## src/rtl/sat_mac_pkg.sv

```systemverilog
// Package: shared types of the saturating multiply-accumulate unit.
// Assumes: the operand-width select is a single bit at the block edge.
package sat_mac_pkg;

    // Operand width chosen by the operation select input.
    typedef enum logic {
        OP_LONG = 1'b0,
        OP_WORD = 1'b1
    } op_e;

endpackage

```

## src/rtl/mac_product.sv

```systemverilog
// Module: mac_product
// Forms the signed product of the two operands at full accumulator width.
// The long variant sign-extends the whole operand. The word variant
// sign-extends only the low WORD_W bits. One multiplier serves both widths:
// the operands are extended first and then selected.
// Assumes: ACC_W = 2*DATA_W and WORD_W < DATA_W.
module mac_product
    import sat_mac_pkg::*;
#(
    parameter int DATA_W = 32,
    parameter int WORD_W = 16,
    localparam int ACC_W = 2 * DATA_W
) (
    input  op_e               op,
    input  logic [DATA_W-1:0] a,
    input  logic [DATA_W-1:0] b,
    output logic [ACC_W-1:0]  prod
);

    logic [ACC_W-1:0] a_long, b_long;
    logic [ACC_W-1:0] a_word, b_word;
    logic [ACC_W-1:0] a_sel, b_sel;

    // Sign-extend the operands for each width.
    always_comb begin
        a_long = {{DATA_W{a[DATA_W-1]}}, a};
        b_long = {{DATA_W{b[DATA_W-1]}}, b};
        a_word = {{(ACC_W-WORD_W){a[WORD_W-1]}}, a[WORD_W-1:0]};
        b_word = {{(ACC_W-WORD_W){b[WORD_W-1]}}, b[WORD_W-1:0]};
    end

    // Pick the operand pair for the requested width.
    always_comb begin
        a_sel = (op == OP_WORD) ? a_word : a_long;
        b_sel = (op == OP_WORD) ? b_word : b_long;
    end

    // The low ACC_W bits of the product of two sign-extended values are the signed product.
    always_comb begin
        prod = a_sel * b_sel;
    end

endmodule

```

## src/rtl/mac_saturate.sv

```systemverilog
// Module: mac_saturate
// Applies the width-specific clipping rule to a 64-bit wrapped sum and
// splits the result into high and low halves.
// Long: the high half is sign-filled above bit WORD_W-1 (negative) or
// cleared from bit WORD_W-1 up (non-negative); the low half is raw.
// Word: the sum is limited to the signed DATA_W range; an overflow
// stores the nearest limit in the low half and 1 in the high half.
// Assumes: the sum is the already wrapped ACC_W-bit value.
module mac_saturate
    import sat_mac_pkg::*;
#(
    parameter int DATA_W = 32,
    parameter int WORD_W = 16,
    localparam int ACC_W = 2 * DATA_W
) (
    input  logic [ACC_W-1:0]  sum,
    input  op_e               op,
    input  logic              sat_en,
    output logic [DATA_W-1:0] res_hi,
    output logic [DATA_W-1:0] res_lo
);

    localparam int FILL_W = DATA_W - WORD_W;
    localparam logic [DATA_W-1:0] OVF_MARK = {{(DATA_W-1){1'b0}}, 1'b1};
    localparam logic [DATA_W-1:0] POS_LIM  = {1'b0, {(DATA_W-1){1'b1}}};
    localparam logic [DATA_W-1:0] NEG_LIM  = {1'b1, {(DATA_W-1){1'b0}}};

    logic                sum_neg;
    logic [DATA_W-1:0]   raw_hi, raw_lo;
    logic [DATA_W:0]     upper;
    logic                word_pos_ovf, word_neg_ovf;
    logic [DATA_W-1:0]   long_hi;

    // Split the sum and take its sign.
    always_comb begin
        sum_neg = sum[ACC_W-1];
        raw_hi  = sum[ACC_W-1:DATA_W];
        raw_lo  = sum[DATA_W-1:0];
        upper   = sum[ACC_W-1:DATA_W-1];
    end

    // Word-mode range test: bits above the DATA_W-bit value must all copy its sign.
    always_comb begin
        word_pos_ovf = !sum_neg && (|upper);
        word_neg_ovf =  sum_neg && !(&upper);
    end

    // Long-mode high half: 48-bit signed range kept in the high register.
    always_comb begin
        if (sum_neg) begin
            long_hi = {{FILL_W{1'b1}}, raw_hi[WORD_W-1:0]};
        end else begin
            long_hi = {{(FILL_W+1){1'b0}}, raw_hi[WORD_W-2:0]};
        end
    end

    // Select the final halves from the mode and saturation setting.
    always_comb begin
        res_hi = raw_hi;
        res_lo = raw_lo;
        if (sat_en) begin
            if (op == OP_LONG) begin
                res_hi = long_hi;
            end else if (word_pos_ovf) begin
                res_hi = OVF_MARK;
                res_lo = POS_LIM;
            end else if (word_neg_ovf) begin
                res_hi = OVF_MARK;
                res_lo = NEG_LIM;
            end
        end
    end

endmodule

```

## src/rtl/mac_acc_reg.sv

```systemverilog
// Module: mac_acc_reg
// Holds the two accumulator halves. The sources are ranked from highest
// to lowest: reset, clear, accumulate update, then the per-half writes.
// Assumes: a synchronous active-low reset.
module mac_acc_reg #(
    parameter int DATA_W = 32
) (
    input  logic              clk,
    input  logic              rst_n,
    input  logic              clr,
    input  logic              upd,
    input  logic [DATA_W-1:0] upd_hi,
    input  logic [DATA_W-1:0] upd_lo,
    input  logic              hi_we,
    input  logic [DATA_W-1:0] hi_wdata,
    input  logic              lo_we,
    input  logic [DATA_W-1:0] lo_wdata,
    output logic [DATA_W-1:0] q_hi,
    output logic [DATA_W-1:0] q_lo
);

    // Register both halves under the fixed priority order.
    always_ff @(posedge clk) begin
        if (!rst_n) begin
            q_hi <= '0;
            q_lo <= '0;
        end else if (clr) begin
            q_hi <= '0;
            q_lo <= '0;
        end else if (upd) begin
            q_hi <= upd_hi;
            q_lo <= upd_lo;
        end else begin
            if (hi_we) q_hi <= hi_wdata;
            if (lo_we) q_lo <= lo_wdata;
        end
    end

endmodule

```

## src/rtl/sat_mac.sv

```systemverilog
// Module: sat_mac (top)
// Single-cycle saturating multiply-accumulate. On a strobe, the product of
// the selected width is added to {acc_hi, acc_lo}. The sum is clipped by
// the width-specific rule and registered at the next rising edge.
// Assumes: inputs are synchronous to clk; one operation per cycle at most.
module sat_mac
    import sat_mac_pkg::*;
#(
    parameter int DATA_W = 32,
    parameter int WORD_W = 16,
    localparam int ACC_W = 2 * DATA_W
) (
    input  logic              clk,
    input  logic              rst_n,
    input  logic              op_valid,
    input  logic              op_sel,
    input  logic              sat_en,
    input  logic [DATA_W-1:0] opnd_a,
    input  logic [DATA_W-1:0] opnd_b,
    input  logic              clr,
    input  logic              hi_we,
    input  logic [DATA_W-1:0] hi_wdata,
    input  logic              lo_we,
    input  logic [DATA_W-1:0] lo_wdata,
    output logic [DATA_W-1:0] acc_hi,
    output logic [DATA_W-1:0] acc_lo
);

    op_e               op;
    logic [ACC_W-1:0]  prod;
    logic [ACC_W-1:0]  sum;
    logic [DATA_W-1:0] nxt_hi, nxt_lo;

    // Map the select pin to the operation type.
    always_comb begin
        op = op_e'(op_sel);
    end

    mac_product #(
        .DATA_W (DATA_W),
        .WORD_W (WORD_W)
    ) u_prod (
        .op   (op),
        .a    (opnd_a),
        .b    (opnd_b),
        .prod (prod)
    );

    // Add the product to the current accumulator, wrapping at ACC_W bits.
    always_comb begin
        sum = {acc_hi, acc_lo} + prod;
    end

    mac_saturate #(
        .DATA_W (DATA_W),
        .WORD_W (WORD_W)
    ) u_sat (
        .sum    (sum),
        .op     (op),
        .sat_en (sat_en),
        .res_hi (nxt_hi),
        .res_lo (nxt_lo)
    );

    mac_acc_reg #(
        .DATA_W (DATA_W)
    ) u_acc (
        .clk      (clk),
        .rst_n    (rst_n),
        .clr      (clr),
        .upd      (op_valid),
        .upd_hi   (nxt_hi),
        .upd_lo   (nxt_lo),
        .hi_we    (hi_we),
        .hi_wdata (hi_wdata),
        .lo_we    (lo_we),
        .lo_wdata (lo_wdata),
        .q_hi     (acc_hi),
        .q_lo     (acc_lo)
    );

endmodule

```

## config.mk

```make
export PLATFORM = sky130hd
export DESIGN_NAME = sat_mac
export DESIGN_NICKNAME = d
export VERILOG_FILES = /design/src/rtl/sat_mac_pkg.sv /design/src/rtl/mac_product.sv /design/src/rtl/mac_saturate.sv /design/src/rtl/mac_acc_reg.sv /design/src/rtl/sat_mac.sv
export SDC_FILE = /design/constraint.sdc
export NUM_CORES = 2
export LEC_CHECK = 0
export CORE_MARGIN = 2
export CORE_UTILIZATION = 59
export DETAILED_ROUTE_END_ITERATION = 8
export PLACE_DENSITY = 0.81
export SYNTH_ARGS = -nofsm -noshare
export SYNTH_HDL_FRONTEND = slang
export SYNTH_SLANG_ARGS = --single-unit
```

## constraint.sdc

```tcl
create_clock -name clk -period 11.7 [get_ports clk]
set_input_delay 1.17 -clock clk [delete_from_list [all_inputs] [get_ports clk]]
set_output_delay 1.17 -clock clk [all_outputs]
set_load 0.03 [all_outputs]
```

==> Word-level counts from Yosys, hierarchy flattened <==
Index checks and enable logic that the tools add are counted.
{ "totals": {"reg_bits": 64, "output_inout_bits": 64} }
{ "op_classes": {"addsub": 1, "mul": 1, "mux": 15, "n_bitwise": 1, "n_reduce_logical": 9} }
{ "op_table": {"columns": ["op", "n"], "rows": [
  ["2-to-1 mux 32 bit", 13],
  ["2-to-1 mux 64 bit", 2],
  ["adder 64 bit", 1],
  ["multiplier 64 x 64 -> 64 bit", 1],
  ["AND reduction 33 bit", 1],
  ["OR reduction 33 bit", 1],
  ["nonzero test 2 bit", 2],
  ["logical AND 1 bit", 2],
  ["logical NOT 1 bit", 2],
  ["OR reduction 2 bit", 1],
  ["inverter 1 bit", 1]
]} }

==> Logic depth before layout (Yosys ltp) <==
{ "logic_depth": {"ltp_word": 11, "depth_mapped": 42, "ltp_nobuf": 38} }

==> Hierarchy <==
From an unflattened synthesis, not the netlist that was laid out.
{ "unflattened": {"cells_unflattened": 5810, "area_unflattened_um2": 53103.4} }
{ "modules_own_cells": {"columns": ["mod", "n_inst", "cells_per_inst", "area_each_um2", "seq_area_each_um2"], "rows": [
  ["mac_product", 1, 4807, 45162.1, 0.0],
  ["sat_mac", 1, 564, 3837.4, 0.0],
  ["mac_acc_reg", 1, 286, 3173.0, 1281.2],
  ["mac_saturate", 1, 153, 930.9, 0.0]
]} }

==> Worst setup path before layout <==
Ideal clock, no wire load.
{ "synth_timing": {"path_kind": "input to register", "from": "input port op_sel", "to": "register u_acc.q_hi[29]", "setup_ps": 103, "arrival_ps": 11762, "t_required_ps": 11597, "slack_ps": -166, "stages": 40, "cell_sequence": "and2_1 clkbuf_1 clkbuf_1 a21o_1 clkbuf_1 nand2_1 inv_1 fa_1 inv_1 fa_1 inv_1 fa_1 inv_1 fa_1 inv_1 fa_1 inv_1 fa_1 (+4 left out) inv_1 fa_1 inv_1 ha_1 buf_2 nand4_1 or2_1 nor2_1 nand4_1 o32a_1 a311o_1 nor4_1 nand2b_1 or4_4 nor4_4 o32ai_1 buf_2 a2111oi_2"} }
{ "synth_between": {"elab_chain_len": 11, "elab_cells_between_ends": 16, "cone_classes": "add/sub: 1; mul: 1; mux: 8; reduce/logical: 6"} }
{ "synth_rtl": {"columns": ["element", "line", "text"], "rows": [
  ["start, declared", "sat_mac.sv:16", "input logic op_sel,"],
  ["2-to-1 mux 64 bit, on equally long branches", "mac_product.sv:34, mac_product.sv:35", null],
  ["multiplier 64 x 64 -> 64 bit", "mac_product.sv:40", "prod = a_sel * b_sel;"],
  ["adder 64 bit", "sat_mac.sv:51", "sum = {acc_hi, acc_lo} + prod;"],
  ["AND reduction 33 bit", "mac_saturate.sv:45", "word_neg_ovf = sum_neg && !(&upper);"],
  ["logical NOT 1 bit", "mac_saturate.sv:45", null],
  ["logical AND 1 bit", "mac_saturate.sv:45", null],
  ["2-to-1 mux 32 bit", "mac_saturate.sv:67", "end else if (word_neg_ovf) begin"],
  ["2-to-1 mux 32 bit", "mac_saturate.sv:64", "end else if (word_pos_ovf) begin"],
  ["2-to-1 mux 32 bit", "mac_saturate.sv:62", "if (op == OP_LONG) begin"],
  ["2-to-1 mux 32 bit *", "mac_saturate.sv:61", "if (sat_en) begin"],
  ["2-to-1 mux 32 bit *", "mac_acc_reg.sv:30", "end else if (upd) begin"],
  ["end signal, assigned", "mac_acc_reg.sv:31", "q_hi <= upd_hi;"],
  ["end signal, assigned", "mac_acc_reg.sv:34", "if (hi_we) q_hi <= hi_wdata;"],
  ["end, declared", "mac_acc_reg.sv:18", "output logic [DATA_W-1:0] q_hi,"]
]} }
Mark *: on every way between the ends. The rest lies on a longest branch, timed or not.
A chain may end at the register's enable or synchronous reset.

==> Worst setup path in the final report <==
{ "layout_timing": {"from": "input port opnd_b[15]", "to": "register u_acc.q_hi[14]"} }
{ "layout_between": {"elab_chain_len": 11, "elab_cells_between_ends": 15, "cone_classes": "add/sub: 1; mul: 1; mux: 7; reduce/logical: 6"} }
{ "layout_rtl": {"columns": ["element", "line", "text"], "rows": [
  ["start, declared", "sat_mac.sv:19", "input logic [DATA_W-1:0] opnd_b,"],
  ["2-to-1 mux 64 bit *", "mac_product.sv:35", "b_sel = (op == OP_WORD) ? b_word : b_long;"],
  ["multiplier 64 x 64 -> 64 bit *", "mac_product.sv:40", null],
  ["adder 64 bit *", "sat_mac.sv:51", null],
  ["AND reduction 33 bit", "mac_saturate.sv:45", null],
  ["logical NOT 1 bit", "mac_saturate.sv:45", null],
  ["logical AND 1 bit", "mac_saturate.sv:45", null],
  ["2-to-1 mux 32 bit", "mac_saturate.sv:67", null],
  ["2-to-1 mux 32 bit", "mac_saturate.sv:64", null],
  ["2-to-1 mux 32 bit", "mac_saturate.sv:62", null],
  ["2-to-1 mux 32 bit *", "mac_saturate.sv:61", null],
  ["2-to-1 mux 32 bit *", "mac_acc_reg.sv:30", null]
]} }
Marks and branches as above.

==> results.py <==
metrics = {
    "timing": {
        "final_max_slew_viol_count": 0,
        "finalSetupViolCount": 0,
        "max_slew.worst_pin.slew_ns": 1.202,
        "fin_tns_setup_ns": 0,
        "layout_min_cycle_time_ns": 11.58,
        "relSlewSlack_pct": 19.71,
        "fin_crit_sh_pct": 99.00,
        "hold_viol": 0,
        "fin_worst_skew_ns": 0.008480,
        "fmax_mhz": 86.33,
        "worst_slack_ns": 0.1165,
    },
    "logic_synthesis": {
        "syn-cell-area_um2": 50960,
        "avgSynthCellArea_um2": 9.422,
        "yosys_most_used_dff": "dfxtp_1",
        "synth_edf_count": 0,
        "synth.net_count": 7279,
        "synth_cell_types": 81,
        "syn_inst": 5408,
        "synth-seq-cells": 64,
        "yosysSeqAreaShare_pct": 2.514,
        "yosys_warnings": 0,
        "async_flop_share_pct": 0,
    },
    "layout": {
        "layout-drive-gt1-share_pct": 15.03,
        "final_common_cell": "fa_1",
        "diodes": 0,
        "nFillCells": 6249,
        "nets": 7929,
        "synthToLayoutAreaGrowth_pct": 18.62,
        "final_cell_mix": "fa_1 (1401), inv_1 (1372), buf_4 (624), nand2_1 (510), and2_1 (392)",
        "final_util_pct": 70.76,
    },
    "route": {
        "drc": 0,
        "viasPerCell": 5.718,
        "firstDrtPassIters": 8,
        "totalWireLength_um": 168900,
        "vias": 41200,
        "antenna_left": 0,
        "wl_per_cell_um": 23.44,
        "drt_first_iter_violations": 4404,
    },
    "cts": {
        "cts.sinks": 64,
        "htreeDepth": 3,
        "cts_tree": "done",
        "holdBufCountCts": 0,
        "cts_buffers": 9,
        "clk_latency_ns": 0.35,
        "clk_pin_slew_ns": 0.05,
        "cts_root_buf": "clkbuf_16",
        "clockBufferDepth": 2,
    },
    "min_path": {
        "hold_class": "register to register",
        "hold_path_depth": 1,
        "min_delay_worst_endpoint": "u_acc.q_hi[9]$_SDFFE_PP0P_",
        "hp-start": "u_acc.q_hi[9]$_SDFFE_PP0P_",
    },
    "die": {
        "core_um2": 85410,
        "ios": 200,
        "start_util_pct": 59.66,
        "fp.dieW_um": 297.9,
        "fp.dieArea_um2": 88730,
        "rows": 107,
        "die_h_um": 297.9,
    },
    "setup_path": {
        "slowest_delay_ns": 0.60,
        "path_buf_inv": 12,
        "r2r_slack_ns": 3.63,
        "crit_type": "input port to register",
        "path_common_cell": "fa_1",
        "critPathArrivalTime_ns": 11.88,
        "end_kind": "register",
        "r2r_end": "u_acc.q_hi[14]$_SDFFE_PP0P_",
        "critPathRequiredTime_ns": 11.99,
        "r2r-start": "u_acc.q_hi[10]$_SDFFE_PP0P_",
        "startpoint_type": "input port",
        "critPathSlowestCell": "fa_1",
        "cp_max_fo": 10,
        "crit_family": "adder cells",
        "r2r_cells": 27,
    },
    "placed_design": {
        "globalplace.congestion": 1.075,
        "portBuffers": 199,
        "place_ws_ns": -0.8106,
        "place_hpwl_um": 149200,
    },
    "global_routing": {
        "grt_use_total_pct": 38.97,
        "grt_max_degree": 86,
        "antenna_found_initial": 4,
        "grt_pass1_wl_um": 260400,
        "grt.overflow.total": 0,
        "grt_pass1_vias": 44300,
    },
    "run": {
        "maxCapViolations": 0,
    },
    "outcome": {
        "status": "finished, final reports clean",
    },
}
==> metrics by stage <==
stage               cells  cell area [µm²]  hold WS (ns)
floorplan            5408            50970        0.6335
global placement     7163            59290        0.6105
detailed placement   7163            59290        0.6173
CTS                  7181            59680        0.6339
global route         7206            60440        0.6522
finish               7206            60440        0.6526
==> Yosys cell counts, types with 21 or more instances <==
master,n,area (µm²)
fa_1,1421,28450
inv_1,1381,5184
nand2_1,513,1926
and2_1,398,2490
ha_1,314,3929
nor2_1,254,953.4
clkbuf_1,236,885.9
a21oi_1,117,585.6
xnor2_1,79,691.9
nor2b_1,70,437.9
o21ai_0,70,350.3
a21o_1,66,495.5
dfxtp_1,64,1281
xor2_1,35,306.5
o221a_2,30,337.8
nor3_1,28,140.1
mux2_2,25,281.5
nand4_1,24,150.1
a211oi_1,21,157.7
==> how the worst max path moves through the flow <==
stage / startpoint / to / slack [ns] / cells past startpoint
after detailed placement: op_sel / u_acc.q_hi[7]$_SDFFE_PP0P_ / -0.81 / 42
after floorplan: op_sel / u_acc.q_hi[8]$_SDFFE_PP0P_ / 0.02 / 41
final: opnd_b[15] / u_acc.q_hi[14]$_SDFFE_PP0P_ / 0.12 / 38
after global placement: op_sel / u_acc.q_lo[5]$_SDFFE_PP0P_ / -0.64 / 40
after CTS: opnd_a[15] / u_acc.q_hi[3]$_SDFFE_PP0P_ / -0.002 / 40
after global routing: opnd_b[15] / u_acc.q_hi[29]$_SDFFE_PP0P_ / -0.11 / 40
==> final cells by class <==
type / count / area, µm² / area share, %
Timing Repair Buffer: 900 / 8183 / 13.54
Clock buffer: 13 / 280.3 / 0.4637
Sequential cell: 64 / 1281 / 2.120
Inverter: 1382 / 5194 / 8.593
Clock inverter: 2 / 12.51 / 0.02070
Tap cell: 1144 / 1431 / 2.368
Multi-Input combinational cell: 3701 / 44060 / 72.90
==> flip-flops by register name, indices dropped and copies added (netlist names) <==
signal,flops
u_acc.q_lo,32
u_acc.q_hi,32
==> layer usage <==
| layer | vias to the layer above | track usage [%] | wire length, µm |
|---|---|---|---|
| li1 | 17200 | - | - |
| met1 | 20930 | 55.63 | 65740 |
| met2 | 2636 | 57.54 | 73870 |
| met3 | 435 | 12.31 | 22770 |
| met4 | 2 | 11.47 | 6516 |
| met5 | - | 0 | 13 |
==> cells by family after synthesis <==
| kind of cell | share of synthesized area [%] |
|---|---|
| DFF | 2.514 |
| AOI/OAI and AO/OA | 6.134 |
| adders and majority gates | 63.56 |
| xor gates and xnor gates | 1.959 |
| muxes | 0.6114 |
| buffers and inverters | 12.17 |
| and+or+nand+nor | 13.06 |
==> timing repair <==
action | in CTS | in global routing
setup endpoints to repair | 64 | 64
gates cloned | 0 | 8
gates resized for setup | 23 | 143
pin swaps | 3 | 68
setup buffers | 3 | 18
Power is not shown: default switching activity piles up to over one toggle a cycle in this logic, so the estimate is an artifact.
